$ cat src/rtl/bcg_pkg.sv
package bcg_pkg;

   // Length codes; the numeric values are part of the port contract.
   typedef enum logic [2:0] {
      LEN_ONE   = 3'd0,
      LEN_TWO   = 3'd1,
      LEN_FOUR  = 3'd2,
      LEN_EIGHT = 3'd3,
      LEN_RSV4  = 3'd4,
      LEN_RSV5  = 3'd5,
      LEN_RSV6  = 3'd6,
      LEN_PAGE  = 3'd7
   } len_code_t;

   typedef enum logic {
      ORD_SEQ = 1'b0,
      ORD_IL  = 1'b1
   } order_t;

endpackage

$ cat src/rtl/bcg_len_decode.sv
module bcg_len_decode
   import bcg_pkg::*;
#(
   parameter int COL_W = 9
)(
   input  logic [2:0]       len_i,
   input  logic             il_i,
   output logic [COL_W-1:0] wrap_mask_o,
   output logic [COL_W-1:0] last_idx_o,
   output logic             page_o
);

   localparam logic [COL_W-1:0] ALL_ONES = {COL_W{1'b1}};

   len_code_t code;
   assign code = len_code_t'(len_i);

   always_comb begin
      wrap_mask_o = '0;
      last_idx_o  = '0;
      page_o      = 1'b0;
      unique case (code)
         LEN_TWO:   begin wrap_mask_o = COL_W'(1); last_idx_o = COL_W'(1); end
         LEN_FOUR:  begin wrap_mask_o = COL_W'(3); last_idx_o = COL_W'(3); end
         LEN_EIGHT: begin wrap_mask_o = COL_W'(7); last_idx_o = COL_W'(7); end
         LEN_PAGE: begin
            if (il_i == ORD_SEQ) begin
               wrap_mask_o = ALL_ONES;
               last_idx_o  = ALL_ONES;
               page_o      = 1'b1;
            end
            // interleaved full page is an error: single beat (mask 0, last 0)
         end
         default: begin
            // one beat: LEN_ONE and the reserved codes
         end
      endcase
   end

endmodule

$ cat src/rtl/bcg_burst_ctl.sv
module bcg_burst_ctl #(
   parameter int COL_W = 9
)(
   input  logic             clk,
   input  logic             rst_n,
   input  logic             start_i,
   input  logic [COL_W-1:0] start_col_i,
   input  logic             il_i,
   input  logic [COL_W-1:0] wrap_mask_i,
   input  logic [COL_W-1:0] last_idx_i,
   input  logic             page_i,
   input  logic             stop_i,
   output logic [COL_W-1:0] base_o,
   output logic [COL_W-1:0] mask_o,
   output logic [COL_W-1:0] beat_o,
   output logic             il_o,
   output logic             busy_o,
   output logic             last_o
);

   logic [COL_W-1:0] base_q, mask_q, beat_q, lidx_q;
   logic             il_q, page_q, busy_q;
   logic             at_end;

   assign at_end = busy_q && !page_q && (beat_q == lidx_q);

   always_ff @(posedge clk) begin
      if (!rst_n) begin
         base_q <= '0;
         mask_q <= '0;
         beat_q <= '0;
         lidx_q <= '0;
         il_q   <= 1'b0;
         page_q <= 1'b0;
         busy_q <= 1'b0;
      end else if (start_i) begin
         base_q <= start_col_i;
         mask_q <= wrap_mask_i;
         lidx_q <= last_idx_i;
         il_q   <= il_i;
         page_q <= page_i;
         beat_q <= '0;
         busy_q <= 1'b1;
      end else if (stop_i || at_end) begin
         busy_q <= 1'b0;
         beat_q <= '0;
      end else if (busy_q) begin
         beat_q <= beat_q + COL_W'(1);
      end
   end

   assign base_o = base_q;
   assign mask_o = mask_q;
   assign beat_o = beat_q;
   assign il_o   = il_q;
   assign busy_o = busy_q;
   assign last_o = at_end;

endmodule

$ cat src/rtl/bcg_addr_map.sv
module bcg_addr_map #(
   parameter int COL_W = 9
)(
   input  logic [COL_W-1:0] base_i,
   input  logic [COL_W-1:0] mask_i,
   input  logic [COL_W-1:0] beat_i,
   input  logic             il_i,
   input  logic             busy_i,
   output logic [COL_W-1:0] col_o
);

   logic [COL_W-1:0] seq_v, il_v, pick;

   assign seq_v = base_i + beat_i;
   assign il_v  = base_i ^ beat_i;

   // Per-bit select: wrapping bits follow the ordering, others hold the start.
   for (genvar b = 0; b < COL_W; b++) begin : g_bit
      always_comb begin
         if (!mask_i[b])
            pick[b] = base_i[b];
         else if (il_i)
            pick[b] = il_v[b];
         else
            pick[b] = seq_v[b];
      end
   end

   assign col_o = busy_i ? pick : '0;

endmodule

$ cat src/rtl/burst_col_gen.sv
module burst_col_gen #(
   parameter int COL_W = 9
)(
   input  logic             clk,
   input  logic             rst_n,
   input  logic             start_i,
   input  logic [COL_W-1:0] start_col_i,
   input  logic [2:0]       len_i,
   input  logic             seq_n_il_i,
   input  logic             stop_i,
   output logic [COL_W-1:0] col_o,
   output logic             busy_o,
   output logic             last_o
);

   localparam int MAX_FIN_BL = 8;

   if (COL_W < $clog2(MAX_FIN_BL) + 1) begin : g_width_chk
      $error("COL_W too small for the longest finite burst");
   end

   logic [COL_W-1:0] dec_mask, dec_lidx;
   logic             dec_page;
   logic [COL_W-1:0] st_base, st_mask, st_beat;
   logic             st_il;

   bcg_len_decode #(.COL_W(COL_W)) u_dec (
      .len_i      (len_i),
      .il_i       (seq_n_il_i),
      .wrap_mask_o(dec_mask),
      .last_idx_o (dec_lidx),
      .page_o     (dec_page)
   );

   bcg_burst_ctl #(.COL_W(COL_W)) u_ctl (
      .clk        (clk),
      .rst_n      (rst_n),
      .start_i    (start_i),
      .start_col_i(start_col_i),
      .il_i       (seq_n_il_i),
      .wrap_mask_i(dec_mask),
      .last_idx_i (dec_lidx),
      .page_i     (dec_page),
      .stop_i     (stop_i),
      .base_o     (st_base),
      .mask_o     (st_mask),
      .beat_o     (st_beat),
      .il_o       (st_il),
      .busy_o     (busy_o),
      .last_o     (last_o)
   );

   bcg_addr_map #(.COL_W(COL_W)) u_map (
      .base_i(st_base),
      .mask_i(st_mask),
      .beat_i(st_beat),
      .il_i  (st_il),
      .busy_i(busy_o),
      .col_o (col_o)
   );

endmodule

$ cat config.mk
export PLATFORM = sky130hd
export DESIGN_NAME = burst_col_gen
export DESIGN_NICKNAME = d
export VERILOG_FILES = /design/src/rtl/bcg_pkg.sv /design/src/rtl/bcg_len_decode.sv /design/src/rtl/bcg_burst_ctl.sv /design/src/rtl/bcg_addr_map.sv /design/src/rtl/burst_col_gen.sv
export SDC_FILE = /design/constraint.sdc
export NUM_CORES = 1
export LEC_CHECK = 0
export BUFFER_PORTS_ARGS = -buffer_cell sky130_fd_sc_hd__buf_4
export CORE_MARGIN = 5
export CORE_UTILIZATION = 35
export CTS_CLUSTER_SIZE = 10
export DETAILED_ROUTE_END_ITERATION = 12
export GPL_TIMING_DRIVEN = 0
export PLACE_DENSITY = 0.66
export REMOVE_ABC_BUFFERS = 1
export SETUP_SLACK_MARGIN = 0.15
export SLEW_MARGIN = 20
export SYNTH_ARGS = -nofsm -noshare
export SYNTH_HDL_FRONTEND = slang
export SYNTH_SLANG_ARGS = --single-unit
$ cat constraint.sdc
create_clock -name clk -period 2.54 [get_ports clk]
set_clock_uncertainty 0.2 [all_clocks]
set_input_delay 0.508 -clock clk [delete_from_list [all_inputs] [get_ports clk]]
set_output_delay 0.508 -clock clk [all_outputs]
set_load 0.05 [all_outputs]
; Word-level counts from Yosys, hierarchy flattened
; Index checks and enable logic that the tools add are counted.
[word_totals]
reg_bits = 30
input_bits = 17
output_inout_bits = 11
word_cells = 46
[classes]
addsub = 2
n_eq_ne = 5
mux = 25
bitwise_logic = 2
reduce_logical = 6
[ops]
columns = operator, n
row1 = 9-bit one-hot mux with 4 select lines, 1
row2 = 1-bit two-way mux, 22
row3 = 9-bit two-way mux, 2
row4 = "9-bit by 1-bit adder with 9-bit output, second input constant", 1
row5 = 9-bit adder, 1
row6 = 9-bit equality test, 1
row7 = 9-bit XOR, 1
row8 = "3-bit by 2-bit equality test with 1-bit output, second input constant", 2
row9 = "3-bit by 1-bit equality test with 1-bit output, second input constant", 1
row10 = "3-bit equality test, second input constant", 1
row11 = 3-bit OR reduction, 1
row12 = 1-bit logical AND, 2
row13 = 2-bit nonzero test, 1
row14 = 1-bit zero test, 1
row15 = 1-bit logical OR, 1
row16 = 1-bit NOT, 1

; Depth between registers and ports, before layout
[depth]
ltp_word = 6
depth_mapped = 7
mapped_depth_nobuf = 7

; Hierarchy
; From an unflattened synthesis, not the netlist that was laid out.
[unflattened]
hier_cells = 242
hier_area_um2 = 2361.0
[modules_own_cells]
columns = mod, instances, cells_each, area_per_inst_um2, seq_area_each_um2
row1 = bcg_burst_ctl, 1, 156, 1689.1, 780.7
row2 = bcg_addr_map, 1, 64, 511.7, 0.0
row3 = bcg_len_decode, 1, 22, 160.2, 0.0

; Worst setup path after synthesis
; OpenSTA, ideal clock, no wires.
[synth_timing]
kind = reg2out
from = reg u_ctl.beat_q[0] (netlist: u_ctl.beat_o[0])
to = out col_o[8]
t_arrival_ns = 2.704
required_time_ns = 1.832
setup_slack_ns = -0.872
path_stages_with_launch = 8
path_buffers = 0
cell_sequence = dfxtp_1 > ha_1 > fa_1 > a211oi_1 > o32ai_1 > a31oi_1 > mux2i_1 > mux2i_1
[synth_between]
elab_chain_len = 4
[synth_lines]
columns = item, line
row1 = from (decl), bcg_burst_ctl.sv:21  ; logic [COL_W-1:0] base_q, mask_q, beat_q, lidx_q;
row2 = from (signal assigned), bcg_burst_ctl.sv:48  ; beat_q <= beat_q + COL_W'(1);
row3 = 9-bit adder, bcg_addr_map.sv:14  ; assign seq_v = base_i + beat_i;
row4 = 1-bit two-way mux, bcg_addr_map.sv:22  ; else if (il_i)
row5 = 1-bit two-way mux, bcg_addr_map.sv:20  ; if (!mask_i[b])
row6 = 9-bit two-way mux, bcg_addr_map.sv:29  ; assign col_o = busy_i ? pick : '0;
row7 = to (decl), burst_col_gen.sv:11  ; output logic [COL_W-1:0] col_o,
; Every way passes these cells.

; Final worst setup path
; Same ends and word-level chain as after synthesis.

==> impl_metrics.tcl <==
set metrics [dict create \
    regToRegStartpoint "u_ctl.beat_o[0]$_SDFFE_PP0P_" \
    num_rows 23 \
    hp-start "start_col_i[8]" \
    p_sw_frac 0.282 \
    synth_seq_cells 24 \
    grt_antenna_before_repair 0 \
    cts_made_buffers 3 \
    finalPower_uw 828 \
    startpoint_type "register" \
    drv_slew 0 \
    grt_pass1_wl_microns 5520 \
    ctsHtreeMaxLevel 1 \
    clk_pin_slew_ps 90 \
    post-dp-hpwl_microns 2350 \
    pwr-share-comb 0.179 \
    max_stage_delay_ps 370 \
    crit_chain "ha_4 > fa_2 > a211oi_4 > o32ai_2 > a31oi_2 > mux2i_1 > mux2i_1 > buf_4" \
    timing.final.crit_share 1.25 \
    cts_root_buf "clkbuf_8" \
    synth_ff_type "dfxtp_1" \
    num_vias 1255 \
    setup_slack_ps -634 \
    r2r.worst_path.cells 5 \
    reg2reg_slack_ps 550 \
    crit_arrival_ps 2470 \
    yosysUniqueCellTypes 35 \
    min_path_type "primary input to register" \
    min_period_ps 3170 \
    synth_seq_area_share 0.325 \
    wire_per_inst_microns 14.2 \
    synth.area.top_cells "dfxtp_1, mux2i_1, xor2_1" \
    ant_nets 0 \
    fin_nets 229 \
    reg2reg_to "u_ctl.busy_o$_SDFFE_PN0P_" \
    die_w_microns 75.0 \
    max_freq_mhz 315 \
    hold_depth 3 \
    port_buffers 27 \
    die_y_microns 75.0 \
    ys.warnings.count 0 \
    intPower_uw 595 \
    rsz0062_at_grt "true" \
    tightest_slew_ps 362 \
    critPathCaptureType "primary output" \
    clock_latency_ps 280 \
    path_class "register to primary output" \
    clock_sinks 24 \
    maxCapViolCount 0 \
    synth_top_area_frac 0.325 \
    p_seq_frac 0.492 \
    drt_first_pass_iters 4 \
    clock_path_buffers 2 \
    crit_slowest_cell "fa_2" \
    powerDensity_mw_per_mm2 401 \
    wirelength_microns 3560 \
    critPathMaxFanout 2 \
    initialDrtViolationCount 40 \
    syn2layout_area_growth_pct 39.6 \
    diodes 0 \
    synth_edf_count 0 \
    dieArea_sq_mm 0.00563 \
    synth.most_common_cell "dfxtp_1" \
    syn-mean-instance-area_sq_um 8.86 \
    hold-path-endpoint "u_ctl.base_o[8]$_SDFFE_PN0P_" \
    synth_area_sq_mm 0.00148 \
    setup_viol 8 \
    net-switching-power_uw 234 \
    status "finished with violations" \
    pre_cts_slack_ps -696 \
    grt_max_degree 18 \
    grt_usage 0.132 \
    io_pins 28 \
    synth_common_cells "dfxtp_1, mux2i_1, nor2_1, nor2b_1, xor2_1" \
    synthCells 167 \
    required_ps 1830 \
    drcViolationCount 0 \
    violations "negative setup slack" \
    grt_pass1_vias 1165 \
    avgViaCountPerCell 5.00 \
    overflow 0 \
    async_reset_ff_frac 0 \
    p_clk_frac 0.329 \
    final_hold_viol_count 0 \
    synth_top_area_cell "dfxtp_1" \
    ir_drop_mv 0.255 \
    globalplace.congestion 0.772 \
    slew_headroom 0.759 \
    start_util 0.365 \
    path_common_cell "mux2i_1" \
    core_sq_mm 0.00406 \
    cts_tree "done" \
    leakagePower_uw 0.000848 \
    layout-drive-gt1-share 0.373 \
]
==> metal layers <==
metal | up-vias | part of all wire | routed length [microns] | GRT usage
met4 | 0 | 0.021 | 74 | 0.0652
met1 | 564 | 0.48 | 1700 | 0.174
met3 | 5 | 0.051 | 180 | 0.0307
met5 | - | 0 | 0 | 0
li1 | 660 | - | - | -
met2 | 26 | 0.45 | 1610 | 0.202
==> per-stage QoR <==
step	area [sq um]	std cells	hold WS, ps	setup TNS, ps	utilization
floorplan	1440	160	297	-14900	-
global placement	1710	237	313	-1530	0.421
detailed placement	1710	237	332	-1470	0.421
CTS	1950	248	281	-1910	0.481
global route	2070	251	294	-2790	0.509
finish	2070	251	279	-2190	0.509
==> what timing repair did <==
action | in CTS | in global routing
gates resized for setup | 32 | 20
setup buffers | 7 | 3
endpoints found under the setup margin | 9 | 9
hold buffers | 0 | 0
pin swaps | 13 | 7
endpoints found under the hold margin | 0 | 0
==> power by group through the flow <==
| stage | clock (uW) | combinational [uW] | sequential [uW] |
|---|---|---|---|
| 5_1_grt | 293 | 161 | 410 |
| 3_5_place_dp | 0 | 130 | 417 |
| 4_1_cts | 277 | 141 | 407 |
| 3_3_place_gp | 0 | 128 | 417 |
| 6_report | 273 | 148 | 407 |
| 2_1_floorplan | 0 | 78.2 | 415 |
==> cells in the final DEF, fill, tap and decap left out, types with 6 or more instances in the layout <==
cell type / count
buf_4: 30
mux2i_1: 18
nor2_1: 17
xor2_1: 13
nor2b_1: 13
dfxtp_1: 12
nand2_1: 10
a21oi_1: 7
buf_6: 7
dfxtp_2: 7
ha_4: 6
==> state kept, by name, indices dropped and copies added (netlist names) <==
register,cells
u_ctl.busy_o,1
u_ctl.il_o,1
u_ctl.lidx_q,3
u_ctl.base_o,9
u_ctl.beat_o,9
u_ctl.page_q,1
==> logic make-up after synthesis <==
logic type / Yosys count / synth area share
AND/OR/NAND/NOR: 59 / 0.204
AO/OA/AOI/OAI: 30 / 0.134
flip-flops: 24 / 0.325
multiplexers: 18 / 0.122
XOR/XNOR: 16 / 0.0947
buffers and inverters: 10 / 0.0321
adder cells (fa/ha/maj): 10 / 0.0896
==> how the worst max path moves through the flow <==
| stage | startpoint | end | slack (ps) | cells after the start |
|---|---|---|---|---|
| 4_1_cts | u_ctl.beat_o[0]$_SDFFE_PP0P_ | col_o[8] | -660 | 8 |
| 2_1_floorplan | u_ctl.busy_o$_SDFFE_PN0P_ | u_ctl.beat_o[0]$_SDFFE_PP0P_ | -930 | 5 |
| 6_report | u_ctl.beat_o[0]$_SDFFE_PP0P_ | col_o[8] | -630 | 8 |
| 5_1_grt | u_ctl.beat_o[0]$_SDFFE_PP0P_ | col_o[8] | -740 | 8 |
| 3_3_place_gp | u_ctl.beat_o[0]$_SDFFE_PP0P_ | col_o[8] | -730 | 8 |
| 3_5_place_dp | u_ctl.beat_o[0]$_SDFFE_PP0P_ | col_o[8] | -700 | 8 |
==> worst max-delay path, delay by kind of cell, from the launching register on <==
| family | cells | cell delay (ps) |
|---|---|---|
| buffers and inverters | 1 | 220 |
| AO/OA/AOI/OAI | 3 | 570 |
| multiplexers | 2 | 500 |
| flip-flops | 1 | 360 |
| adder cells (fa/ha/maj) | 2 | 530 |
==> final cells by class <==
cell class,count,area (sq um)
Fill cell,359,1990
Inverter,3,11.3
Timing Repair Buffer,37,304
Multi-Input combinational cell,133,1130
Tap cell,50,62.6
Clock buffer,4,55.1
Sequential cell,24,508
(Power assumes the default switching activity.)
